[config.mk]
export PLATFORM = sky130hd
export DESIGN_NAME = xlat_walker
export DESIGN_NICKNAME = d
export VERILOG_FILES = /design/src/rtl/xlat_pkg.sv /design/src/rtl/xlat_fetch.sv /design/src/rtl/xlat_decode.sv /design/src/rtl/xlat_pa_form.sv /design/src/rtl/xlat_walker.sv
export SDC_FILE = /design/constraint.sdc
export NUM_CORES = 1
export LEC_CHECK = 0
export ABC_CLOCK_PERIOD_IN_PS = 3150
export CAP_MARGIN = 25
export CELL_PAD_IN_SITES_DETAIL_PLACEMENT = 1
export CELL_PAD_IN_SITES_GLOBAL_PLACEMENT = 2
export CORE_MARGIN = 4
export CORE_UTILIZATION = 27
export CTS_BUF_LIST = sky130_fd_sc_hd__clkbuf_8
export DETAILED_ROUTE_END_ITERATION = 16
export PLACE_DENSITY_LB_ADDON = 0.08
export SKIP_CTS_REPAIR_TIMING = 1
export SLEW_MARGIN = 20
export SYNTH_ARGS = -nofsm -noshare
export SYNTH_HDL_FRONTEND = slang
export SYNTH_HIERARCHICAL = 1
export SYNTH_SLANG_ARGS = --single-unit
[constraint.sdc]
create_clock -name clk -period 3.15 [get_ports clk]
set_input_delay 0.315 -clock clk [delete_from_list [all_inputs] [get_ports clk]]
set_output_delay 0.315 -clock clk [all_outputs]
set_load 0.01 [all_outputs]
[src/rtl/xlat_pkg.sv]
package xlat_pkg;

  typedef enum logic [1:0] {
    FLT_NONE  = 2'd0,
    FLT_XLATE = 2'd1,
    FLT_TYPE  = 2'd2,
    FLT_ABORT = 2'd3
  } fault_e;

  typedef enum logic [1:0] {
    DK_FAULT,
    DK_TABLE,
    DK_LEAF,
    DK_BADTYPE
  } dkind_e;

  typedef enum logic [1:0] {
    ST_IDLE,
    ST_ISSUE,
    ST_WAIT
  } wstate_e;

endpackage

[src/rtl/xlat_fetch.sv]
module xlat_fetch #(
  parameter int PA_W       = 48,
  parameter int VA_W       = 48,
  parameter int LEVELS     = 4,
  parameter int IDX_W      = 9,
  parameter int PAGE_SHIFT = 12,
  parameter int LVL_W      = 2
) (
  input  logic [VA_W-1:PAGE_SHIFT] va_hi,
  input  logic [PA_W-1:PAGE_SHIFT] frame,
  input  logic [LVL_W-1:0]         level,
  output logic [PA_W-1:0]          addr
);
  localparam int ENT_B = PAGE_SHIFT - IDX_W;

  logic [IDX_W-1:0] idx_lv [LEVELS];

  for (genvar g = 0; g < LEVELS; g++) begin : g_idx
    localparam int LSB = PAGE_SHIFT + IDX_W * (LEVELS - 1 - g);
    assign idx_lv[g] = va_hi[LSB +: IDX_W];
  end

  assign addr = {frame, idx_lv[level], {ENT_B{1'b0}}};
endmodule

[src/rtl/xlat_decode.sv]
module xlat_decode
  import xlat_pkg::*;
#(
  parameter int LEVELS = 4,
  parameter int LVL_W  = 2,
  parameter int BLK_LO = 1,
  parameter int BLK_HI = 2
) (
  input  logic [1:0]       desc_lo,
  input  logic [LVL_W-1:0] level,
  output dkind_e           kind
);
  always_comb begin
    if (!desc_lo[0])
      kind = DK_FAULT;
    else if (level == LVL_W'(LEVELS - 1))
      kind = desc_lo[1] ? DK_LEAF : DK_BADTYPE;
    else if (desc_lo[1])
      kind = DK_TABLE;
    else if (level >= LVL_W'(BLK_LO) && level <= LVL_W'(BLK_HI))
      kind = DK_LEAF;
    else
      kind = DK_BADTYPE;
  end
endmodule

[src/rtl/xlat_pa_form.sv]
module xlat_pa_form #(
  parameter int PA_W       = 48,
  parameter int VA_W       = 48,
  parameter int DESC_W     = 64,
  parameter int LEVELS     = 4,
  parameter int IDX_W      = 9,
  parameter int PAGE_SHIFT = 12,
  parameter int LVL_W      = 2
) (
  input  logic [DESC_W-1:0]       desc,
  input  logic [VA_W-1:0]         va,
  input  logic [LVL_W-1:0]        level,
  output logic [PA_W-1:0]         pa,
  output logic [DESC_W-PA_W-1:0]  attr_hi,
  output logic [PAGE_SHIFT-3:0]   attr_lo
);
  logic [PA_W-1:0] off_mask [LEVELS];

  for (genvar g = 0; g < LEVELS; g++) begin : g_mask
    localparam int OFF = PAGE_SHIFT + IDX_W * (LEVELS - 1 - g);
    if (OFF >= PA_W) begin : g_full
      assign off_mask[g] = '1;
    end else begin : g_part
      assign off_mask[g] = (PA_W'(1) << OFF) - PA_W'(1);
    end
  end

  assign pa      = (desc[PA_W-1:0] & ~off_mask[level]) | (va[PA_W-1:0] & off_mask[level]);
  assign attr_hi = desc[DESC_W-1:PA_W];
  assign attr_lo = desc[PAGE_SHIFT-1:2];
endmodule

[src/rtl/xlat_walker.sv]
module xlat_walker
  import xlat_pkg::*;
#(
  parameter int VA_W       = 48,
  parameter int PA_W       = 48,
  parameter int DESC_W     = 64,
  parameter int LEVELS     = 4,
  parameter int IDX_W      = 9,
  parameter int PAGE_SHIFT = 12,
  parameter int BLK_LO     = 1,
  parameter int BLK_HI     = 2
) (
  input  logic                     clk,
  input  logic                     rst,
  input  logic                     req_valid,
  output logic                     req_ready,
  input  logic [VA_W-1:0]          req_va,
  input  logic [PA_W-PAGE_SHIFT-1:0] req_table_frame,
  output logic                     mem_req_valid,
  input  logic                     mem_req_ready,
  output logic [PA_W-1:0]          mem_req_addr,
  input  logic                     mem_rsp_valid,
  input  logic                     mem_rsp_err,
  input  logic [DESC_W-1:0]        mem_rsp_data,
  output logic                     done,
  output logic [1:0]               done_fault,
  output logic [1:0]               done_level,
  output logic [PA_W-1:0]          done_pa,
  output logic [DESC_W-PA_W-1:0]   done_attr_hi,
  output logic [PAGE_SHIFT-3:0]    done_attr_lo
);
  localparam int LVL_W = $clog2(LEVELS);
  localparam int FR_W  = PA_W - PAGE_SHIFT;

  wstate_e                  st;
  logic [LVL_W-1:0]         lvl;
  logic [VA_W-1:0]          va_q;
  logic [FR_W-1:0]          frame_q;
  logic                     wait_rsp;

  dkind_e                   kind;
  fault_e                   fault_n;
  logic [PA_W-1:0]          pa_n;
  logic [DESC_W-PA_W-1:0]   ahi_n;
  logic [PAGE_SHIFT-3:0]    alo_n;

  assign req_ready     = (st == ST_IDLE);
  assign mem_req_valid = (st == ST_ISSUE);
  assign wait_rsp      = (st == ST_WAIT);

  xlat_fetch #(
    .PA_W(PA_W), .VA_W(VA_W), .LEVELS(LEVELS), .IDX_W(IDX_W),
    .PAGE_SHIFT(PAGE_SHIFT), .LVL_W(LVL_W)
  ) u_fetch (
    .va_hi (va_q[VA_W-1:PAGE_SHIFT]),
    .frame (frame_q),
    .level (lvl),
    .addr  (mem_req_addr)
  );

  xlat_decode #(
    .LEVELS(LEVELS), .LVL_W(LVL_W), .BLK_LO(BLK_LO), .BLK_HI(BLK_HI)
  ) u_dec (
    .desc_lo (mem_rsp_data[1:0]),
    .level   (lvl),
    .kind    (kind)
  );

  xlat_pa_form #(
    .PA_W(PA_W), .VA_W(VA_W), .DESC_W(DESC_W), .LEVELS(LEVELS),
    .IDX_W(IDX_W), .PAGE_SHIFT(PAGE_SHIFT), .LVL_W(LVL_W)
  ) u_pa (
    .desc    (mem_rsp_data),
    .va      (va_q),
    .level   (lvl),
    .pa      (pa_n),
    .attr_hi (ahi_n),
    .attr_lo (alo_n)
  );

  always_comb begin
    if (mem_rsp_err)
      fault_n = FLT_ABORT;
    else begin
      case (kind)
        DK_FAULT:   fault_n = FLT_XLATE;
        DK_BADTYPE: fault_n = FLT_TYPE;
        default:    fault_n = FLT_NONE;
      endcase
    end
  end

  always_ff @(posedge clk) begin
    if (rst) begin
      st           <= ST_IDLE;
      lvl          <= '0;
      va_q         <= '0;
      frame_q      <= '0;
      done         <= 1'b0;
      done_fault   <= '0;
      done_level   <= '0;
      done_pa      <= '0;
      done_attr_hi <= '0;
      done_attr_lo <= '0;
    end else begin
      done <= 1'b0;
      case (st)
        ST_IDLE: begin
          if (req_valid) begin
            va_q    <= req_va;
            frame_q <= req_table_frame;
            lvl     <= '0;
            st      <= ST_ISSUE;
          end
        end
        ST_ISSUE: begin
          if (mem_req_ready) st <= ST_WAIT;
        end
        ST_WAIT: begin
          if (mem_rsp_valid) begin
            if (!mem_rsp_err && kind == DK_TABLE) begin
              frame_q <= mem_rsp_data[PA_W-1:PAGE_SHIFT];
              lvl     <= lvl + LVL_W'(1);
              st      <= ST_ISSUE;
            end else begin
              st         <= ST_IDLE;
              done       <= 1'b1;
              done_fault <= fault_n;
              done_level <= 2'(lvl);
              if (fault_n == FLT_NONE) begin
                done_pa      <= pa_n;
                done_attr_hi <= ahi_n;
                done_attr_lo <= alo_n;
              end else begin
                done_pa      <= '0;
                done_attr_hi <= '0;
                done_attr_lo <= '0;
              end
            end
          end
        end
        default: st <= ST_IDLE;
      endcase
    end
  end
endmodule

# Word level (Yosys, flattened, before mapping)
# Index checks and enable logic that the tools add are counted.
[classes] bitwise_logic=8 n_eq_ne=9 n_mux=30 addsub=1 n_reduce_logical=12 order_cmp=3
[op_table] cell="two-way mux 48 bit" count=3
[op_table] cell="two-way mux 36 bit" count=3
[op_table] cell="bitwise AND 48 bit" count=2
[op_table] cell="binary-select mux 48 bit (select 2 bit)" count=1
[op_table] cell="case mux 36 bit (2 select lines)" count=1
[op_table] cell="inverter 48 bit" count=1
[op_table] cell="OR 48 bit" count=1
[op_table] cell="two-way mux 2 bit" count=10
[op_table] cell="binary-select mux 9 bit (select 2 bit)" count=1
[op_table] cell="two-way mux 9 bit" count=2
[op_table] cell="two-way mux 16 bit" count=1
[op_table] cell="two-way mux 10 bit" count=1
[op_table] cell="case mux 2 bit (2 select lines)" count=2
[op_table] cell="equality test 2 bit, second input constant" count=3
[op_table] cell="zero test 2 bit" count=3
[op_table] cell="case mux 2 bit (3 select lines)" count=1
[op_table] cell="AND reduction 3 bit" count=2
[op_table] cell="equality test 2 x 1 -> 1 bit, second input constant" count=2
[op_table] cell="two-way mux 1 bit" count=4
[op_table] cell="inequality test 2 x 1 -> 1 bit, second input constant" count=2
[op_table] cell="inequality test 2 bit, second input constant" count=2
[op_table] cell="AND reduction 4 bit" count=1
[op_table] cell=">= comparator 3 bit, second input constant" count=1
[op_table] cell="inverter 1 bit" count=3
[op_table] cell="other kinds (9)" count=10
[word_totals] out_inout_bits=129 reg_bits=167 wordCells=73 in_bits=154

# Depth between registers and ports, before layout
# Gate-level depths: netlist (run 1).
[logic_depth] depth_word=11 depth_mapped=8 ltp_nobuf=6

# By module
# The synthesis (run 1) kept the hierarchy.
[by_module_without_submodules] module="xlat_walker" area_each_um2=6867.8 cells_each=761 n_inst=1 seq_area_each_um2=3343.2
[by_module_without_submodules] module="xlat_pa_form" area_each_um2=733.2 cells_each=77 n_inst=1 seq_area_each_um2=0.0
[by_module_without_submodules] module="xlat_fetch" area_each_um2=515.5 cells_each=51 n_inst=1 seq_area_each_um2=0.0
[by_module_without_submodules] module="xlat_decode" area_each_um2=46.3 cells_each=6 n_inst=1 seq_area_each_um2=0.0

# Least setup slack after synthesis (run 1)
# Ideal clock, no wire load.
[synth_path] kind="register to register" from="register lvl[0]" to="register done_attr_lo[9]" path_stages_with_launch=9 n_path_buf=2 period_less_slack_ps=2221 setup_time_ps=70 t_arrival_ps=2150 path_slack_ps=929 t_required_ps=3080 path_cell_list="dfxtp_1 ha_1 inv_1 a21boi_0 nor3b_1 buf_2 buf_2 nand3_1 a21oi_1"
[synth_between] elab_cells_between_ends=18 cone_classes="2 x order compare; 3 x eq/ne; 7 x mux; 1 x bitwise; 5 x reduce/logical"
[synth_lines] item="start, declared" line_no="xlat_walker.sv:36" rtl="logic [LVL_W-1:0] lvl;"
[synth_lines] item="start signal, assigned" line_no="xlat_walker.sv:123" rtl="lvl <= lvl + LVL_W'(1);"
[synth_lines] item="equality test 2 bit *" line_no="xlat_decode.sv:16" rtl="else if (level == LVL_W'(LEVELS - 1))"
[synth_lines] item="two-way mux 2 bit *" line_no="xlat_decode.sv:16"
[synth_lines] item="two-way mux 2 bit *" line_no="xlat_decode.sv:14" rtl="if (!desc_lo[0])"
[synth_lines] item="named net kind[1]" line_no="xlat_walker.sv:41" rtl="dkind_e kind;"
[synth_lines] item="equality test 2 bit / zero test 2 bit (equally long branches)" line_no="xlat_walker.sv:85" rtl="case (kind)"
[synth_lines] item="case mux 2 bit (2 select lines)" line_no="xlat_walker.sv:85"
[synth_lines] item="two-way mux 2 bit" line_no="xlat_walker.sv:82" rtl="if (mem_rsp_err)"
[synth_lines] item="zero test 2 bit" line_no="xlat_walker.sv:130" rtl="if (fault_n == FLT_NONE) begin"
[synth_lines] item="two-way mux 10 bit" line_no="xlat_walker.sv:130"
[synth_lines] item="end signal, assigned" line_no="xlat_walker.sv:133" rtl="done_attr_lo <= alo_n;"
[synth_lines] item="end, declared" line_no="xlat_walker.sv:30" rtl="output logic [PAGE_SHIFT-3:0] done_attr_lo"
# Mark *: on every way through the listed nets, which the timed path passes. The rest lies on a longest branch.
# A chain may end at the register's enable or synchronous reset.

# Worst setup path after layout (run 1)
[layout_path] from="register lvl[0]" to="output port mem_req_addr[5]"
[layout_between] elab_chain_len=4
[layout_lines] item="inverter 2 -> 3 bit (implied by the code)" line_no="xlat_fetch.sv:23" rtl="assign addr = {frame, idx_lv[level], {ENT_B{1'b0}}};"
[layout_lines] item="binary-select mux 9 bit (select 2 bit)" line_no="xlat_fetch.sv:23"
[layout_lines] item="two-way mux 9 bit (implied by the code) (2 in series)" line_no="xlat_fetch.sv:23"
[layout_lines] item="end, declared" line_no="xlat_walker.sv:21" rtl="output logic [PA_W-1:0] mem_req_addr,"
# Every way passes these cells. The select of a mux whose other input is x is not followed.

==> impl_summary.txt, run 1 <==
----------------------------------------------------
[Setup path]
  Type of element launching the critical path ... flip-flop
  Largest fanout on the critical path ... 16
  Arrival time worst endpoint ... 2.25 ns
  Number of cells traversed by the worst register-to-register path ... 7
  Type of the worst setup path ... flip-flop to primary output
  Required arrival time at the worst endpoint ... roughly 2.8 ns
  Endpoint kind of the worst setup timing path ... primary output
  Startpoint of the worst-slack reg-to-reg timing path ... lvl[0]
  Worst flop-to-flop path endpoint ... lvl[1]
  Slack of the worst reg-to-reg path ... around 0.79 ns

[CTS]
  Root Buffer ... clkbuf_8
  TritonCTS buffer count ... 17
  Clock slew at reported path FFs ... ~0.11 ns
  TritonCTS Sinks ... 167
  Max clock buf depth ... 2
  CTS tree ... yes
  Clock H-tree levels ... 4
  Clock insertion delay at the later pin of the skew report ... 0.48 ns

[Floorplan]
  Vertical die dimension ... 181.9 µm
  Die Width ... 181.9 µm
  Core Footprint ... 29720 µm²
  Number of primary I/O pins ... 283
  Floorplan die area ... 33080 µm²
  Initial standard-cell utilization of the core ... 0.2747
  Floorplan row count ... between 60 and 70

[Synth]
  Unique masters post-synth ... between 40 and 50
  Sequential share of the synthesized area ... 0.4096
  Gate count after technology mapping ... 895
  Per-instance average area after synthesis ... 9.120 µm²
  Ranking of synthesized cells by instance count ... 167 x dfxtp_1, 126 x a21oi_1, 96 x nand2_1
  Cell Area, Synth ... 8163 µm²
  FF+latch count, synth ... 167
  Synth area leader ... dfxtp_1
  Post-synthesis async set-or-reset flop share ... 0
  Main flop type after synthesis ... dfxtp_1
  Synth top area cells ... dfxtp_1 41%, buf_4 8.6%, a21oi_1 7.7%
  Warnings from Yosys ... 6
  Count of flip-flops with a built-in enable after synthesis ... 0
  Fraction of synthesized cell area taken by the top area cell type ... 0.4096
  Most frequent cell after synthesis ... dfxtp_1

[Timing]
  Relative slew margins ... 0.4988
  Clock skew after layout ... 0.01717 ns
  Slew Viols, Final ... 0
  Final worst-path cycle share ... 0.8134
  Actual transition at the worst max-transition pin ... around 0.75 ns
  Count of endpoints failing hold in the final timing report ... 0
  Unrepaired setup endpoints after global routing ... false
  Setup TNS Final ... 0 ns
  Minimum clock period ... 2.562 ns
  Final setup vio count ... 0
  Max frequency ... just under 0.4 GHz

[GRT]
  Total track usage ... 0.1755
  Maximum number of pins on one net before global-route repair ... 86
  Total congestion overflow after global routing ... 0
  Number of antenna violations at the first check in global routing ... 1
  Wire length of the first global-routing pass ... 45450 µm
  Number of global-route vias before repair ... 7202

[Pwr]
  Static leakage power ... 3.595 nW
  Peak ir drop on the vdd network ... ~0.00023 V
  Power density over the cells ... 424.9 nW/µm²
  Post-route total power ... 4.633 mW

[Hold path]
  Hold wc startpoint ... rst
  Destination of the worst hold path ... va_q[15]
  Hold Crit Depth ... 2
  Class of the worst hold path ... input pin to flip-flop

[Cells and area]
  Number of filler cells placed in the layout ... 3409
  Number of nets at the end of the flow ... between 1000 and 1500
  Fraction of final layout cells with drive strength greater than 1 ... 0.1267
  Area of the multi-input gates ... 3670 µm²
  Reg area ... 3343 µm²
  Number of diodes added for antenna fixing ... 0
  Area added between synthesis and finish ... 33.55%

[Detailed routing]
  Final Routed Wirelength ... 30190 µm
  Number of design-rule violations left by the first detailed-router iteration ... around 230
  Mean number of vias per cell ... 4.813
  DRC ... 0
  Drt pass-1 iters ... 4
  Average detailed-routed wire length per instance ... 20.85 µm
  ANT nets after route ... 0
  DR vias ... 6969

[Placement]
  Placed wire-length estimate after detailed placement ... 20430 µm
  Final estimated routing congestion in global placement ... 0.7203
  Number of port buffers ... 279

[Job]
  Number of max-capacitance violations reported ... 0

[Run status]
  Run status ... finished clean

----------------------------------------------------
cell families (layout without fill, tap and decap cells):
group / after synthesis / in the layout / share of synthesized area
AO/OA/AOI/OAI: 285 / 285 / 0.2189
adder cells (fa/ha/maj): 1 / 1 / 0.001533
other: 1 / 3 / 0.0004594
buffers and inverters: 175 / 336 / 0.1447
flip-flops: 167 / 167 / 0.4096
AND/OR/NAND/NOR: 194 / 194 / 0.1145
multiplexers: 72 / 72 / 0.1104
worst max path at each step:
stage | startpoint | endpoint | cells after the start
after global routing | lvl[0] | mem_req_addr[11] | 3
after global placement | mem_rsp_data[0] | lvl[1] | 7
after CTS | lvl[0] | mem_req_addr[5] | 3
final | lvl[0] | mem_req_addr[5] | 3
after floorplan | lvl[0] | done_attr_lo[9] | 8
after detailed placement | mem_rsp_data[0] | lvl[1] | 7
metal layers:
layer / wire length (µm) / GRT usage / up-vias
li1: - / - / 3391
met1: 14290 / 0.2353 / 3395
met2: 13810 / 0.2818 / 167
met3: 1929 / 0.05629 / 14
met4: 155 / 0.02882 / 2
met5: 13 / 0 / -
through the flow:
step,setup WS [ns],utilization,hold WS (ns),area (µm²),std cells
floorplan,0.9291,-,0.4334,8170,897
global placement,0.5802,0.3540,0.4450,10520,1416
detailed placement,0.5127,0.3540,0.4482,10520,1416
CTS,0.5210,0.3668,0.3266,10900,1448
global route,0.4842,0.3668,0.3467,10900,1448
finish,0.5878,0.3668,0.3673,10900,1448
layout make-up:
cell class	instances	share of cell area
timing repair buffer	301	0.2760
clock buffer	17	0.02146
multi-input combinational	555	0.3366
sequential	167	0.3067
tap	390	0.04476
inverter	3	0.001033
clock inverter	15	0.01343
report_power, final:
group	internal, mW	switching, mW	total [mW]
clock network	0.647	0.922	1.57
registers	2.20	0.0643	2.26
logic	0.419	0.381	0.800
registers in the layout, indices dropped and copies added (netlist names):
register and cells:
frame_q 36, va_q 48, lvl 2, done_fault 2
done_attr_hi 16, done_level 2, done 1, done_attr_lo 10
done_pa 48, st 2
cell usage in the layout (no fill, tap or decap), types with 2 or more instances in the layout:
cell type,synthesis,final
conb_1,1,3
mux4_2,9,9
inv_1,3,4
a211oi_1,43,43
nor2_1,3,3
clkdlybuf4s50_1,0,278
dfxtp_1,167,167
mux2i_1,36,36
a211oi_2,29,29
nor2b_1,2,2
o21ai_0,61,61
mux2_4,9,9
clkbuf_8,0,17
nor3_1,3,3
buf_12,4,4
nor3b_4,1,2
a31oi_1,2,2
nand3_1,76,76
a21oi_1,126,126
clkinv_2,0,2
o21ai_1,15,15
nand2_1,96,96
mux2_2,18,18
buf_4,94,18
clkinv_4,0,4
inv_6,0,3
inv_8,0,3
worst max-delay path, cell delays in order (launching register included):
cell and delay, ns:
dfxtp_1 0.34, buf_4 0.34, mux4_2 0.54, clkdlybuf4s50_1 0.55
Note: power is estimated with default switching activity, not from simulation.
==> run 2: changes to the inputs <==
--- a/config.mk
+++ b/config.mk
@@ -5,12 +5,12 @@
 export SDC_FILE = /design/constraint.sdc
 export NUM_CORES = 1
 export LEC_CHECK = 0
-export ABC_CLOCK_PERIOD_IN_PS = 3150
+export ABC_CLOCK_PERIOD_IN_PS = 2300
 export CAP_MARGIN = 25
 export CELL_PAD_IN_SITES_DETAIL_PLACEMENT = 1
 export CELL_PAD_IN_SITES_GLOBAL_PLACEMENT = 2
 export CORE_MARGIN = 4
-export CORE_UTILIZATION = 27
+export CORE_UTILIZATION = 25
 export CTS_BUF_LIST = sky130_fd_sc_hd__clkbuf_8
 export DETAILED_ROUTE_END_ITERATION = 16
 export PLACE_DENSITY_LB_ADDON = 0.08
==> constraint.sdc (replaced) <==
create_clock -name clk -period 2.3 [get_ports clk]
set_input_delay 0.23 -clock clk [delete_from_list [all_inputs] [get_ports clk]]
set_output_delay 0.23 -clock clk [all_outputs]
set_load 0.01 [all_outputs]
==> impl_summary.txt, run 2 (synthesis gave the netlist of run 1 again) <==
----------------------------------------------------
[Floorplan]
  Number of primary I/O pins ... 283
  Core Footprint ... 31880 µm²
  Initial standard-cell utilization of the core ... 0.2560
  Vertical die dimension ... 188.7 µm
  Die Width ... 188.7 µm
  Floorplan row count ... 65
  Floorplan die area ... ~36000 µm²

[Detailed routing]
  Met3 wirelength from detailed routing ... 1917 µm
  DR vias ... 7064
  Drt pass-1 iters ... 4
  Number of design-rule violations left by the first detailed-router iteration ... 269
  ANT nets after route ... 0
  Final Routed Wirelength ... 31070 µm
  Met1 routed wirelength after detailed routing ... 14560 µm
  Metal2 WL ... ~14000 µm
  Highest Signal Layer ... met5
  Mean number of vias per cell ... 4.672
  DRC ... 0
  Average detailed-routed wire length per instance ... 20.55 µm

[Pwr]
  Net switching power ... around 1.9 mW
  Clock power share ... 0.341
  Switching Fraction ... 0.2912
  Peak ir drop on the vdd network ... approximately 0.0003 V
  Static leakage power ... 3.867 nW
  Pint ... 4.599 mW
  Gate power share ... 0.181
  Power density over the cells ... roughly 570 nW/µm²
  Sequential Power Share ... 0.479

[CTS]
  TritonCTS buffer count ... 17
  CTS tree ... yes
  Root Buffer ... clkbuf_8
  Clock H-tree levels ... 4
  Clock slew at reported path FFs ... around 0.10 ns
  TritonCTS Sinks ... 167
  Clock insertion delay at the later pin of the skew report ... approximately 0.46 ns
  Max clock buf depth ... 2

[GRT]
  Total track usage ... 0.1705
  Maximum number of pins on one net before global-route repair ... 80
  Number of antenna violations at the first check in global routing ... 2
  Wire length of the first global-routing pass ... 47420 µm
  Number of global-route vias before repair ... 7511
  Total congestion overflow after global routing ... 0

[Timing]
  Final setup vio count ... 0
  Count of endpoints failing hold in the final timing report ... 0
  Minimum clock period ... 2.220 ns
  Slew Viols, Final ... 0
  Final worst-path cycle share ... 0.9654
  Worst Slack Setup Final ... between 0.07 and 0.08 ns
  Relative slew margins ... 0.5978
  Unrepaired setup endpoints after global routing ... false
  Actual transition at the worst max-transition pin ... 0.6033 ns
  Max frequency ... roughly 0.45 GHz
  Clock skew after layout ... roughly 0.019 ns

[Setup path]
  Type of the worst setup path ... flip-flop to primary output
  Type of element launching the critical path ... flip-flop
  Cells traversed along the worst timing path ... buf_12, mux4_2, clkdlybuf4s50_1
  Endpoint kind of the worst setup timing path ... primary output
  Required arrival time at the worst endpoint ... approximately 2.1 ns
  Critical Path Max Stage Delay ... 0.52 ns
  Arrival time worst endpoint ... 1.99 ns
  Slowest cell on crit path ... mux4_2
  Largest fanout on the critical path ... 14

[Cells and area]
  Area added between synthesis and finish ... 39.12%
  Utilization after layout ... 0.3562
  Number of nets at the end of the flow ... 1219
  Fraction of final layout cells with drive strength greater than 1 ... 0.1439
  Biggest registers after layout ... done_pa x48, va_q x48, frame_q x36
  Most frequent cells in the layout ... 272 x clkdlybuf4s50_1, 166 x dfxtp_1, 126 x a21oi_1, 96 x nand2_1, 76 x nand3_1
  Commonest non-fill, non-tap cell in the layout ... clkdlybuf4s50_1
  Number of diodes added for antenna fixing ... 0

[Placement]
  Final estimated routing congestion in global placement ... 0.7179
  Placed wire-length estimate after detailed placement ... 21580 µm
  Number of port buffers ... 279
  Worst slack after detailed placement ... 0.08925 ns

[Run status]
  Run status ... finished clean

[Job]
  Number of max-capacitance violations reported ... 0

[Hold path]
  Class of the worst hold path ... input pin to flip-flop

----------------------------------------------------
## run 2: through the flow
step | power [mW] | hold slack, ns | std cells | setup TNS [ns] | area (µm²)
after floorplan | 3.822 | 0.3660 | 897 | 0 | 8170
after global placement | 4.364 | 0.4442 | 1474 | 0 | 10880
after detailed placement | 4.370 | 0.4482 | 1474 | 0 | 10880
after CTS | 6.630 | 0.08680 | 1506 | -1.892 | 11270
after global routing | 6.828 | 0.1043 | 1512 | 0 | 11360
final | 6.488 | 0.1146 | 1512 | 0 | 11360
## run 2: layout make-up
| class | instances | area, µm² |
|---|---|---|
| Clock buffer | 19 | 261.5 |
| Clock inverter | 13 | 137.6 |
| Fill cell | 3668 | 20520 |
| Inverter | 3 | 11.26 |
| Multi-Input combinational cell | 555 | 3670 |
| Sequential cell | 167 | 3344 |
| Tap cell | 435 | 544.3 |
| Timing Repair Buffer | 320 | 3387 |
## run 2: worst paths after layout
check	from	to	slack (ns)	depth (start not counted)
max	lvl[0]	mem_req_addr[7]	0.08	3
min	rst	st[1]	0.11	2
max reg2reg	lvl[0]	lvl[0]	0.23	7
min reg2reg	va_q[2]	va_q[2]	0.46	2
## run 2: critical path: cells and delay by family, from the launching register on
family,cells,cell delay [ns]
buffers and inverters,2,0.66
DFF,1,0.36
muxes,1,0.52
## run 2: power by group through the flow
stage                     Combinational, mW  Sequential [mW]  Clock (mW)
after global routing                   1.27             3.12        2.43
after global placement                 1.19             3.17           0
after floorplan                       0.692             3.13           0
after detailed placement               1.20             3.17           0
final                                  1.17             3.11        2.21
after CTS                              1.20             3.11        2.32
## run 2: metal layers
layer,vias up,global-route usage
li1,3425,-
met1,3441,0.2295
met2,176,0.2744
met3,18,0.05187
met4,4,0.03027
met5,-,0
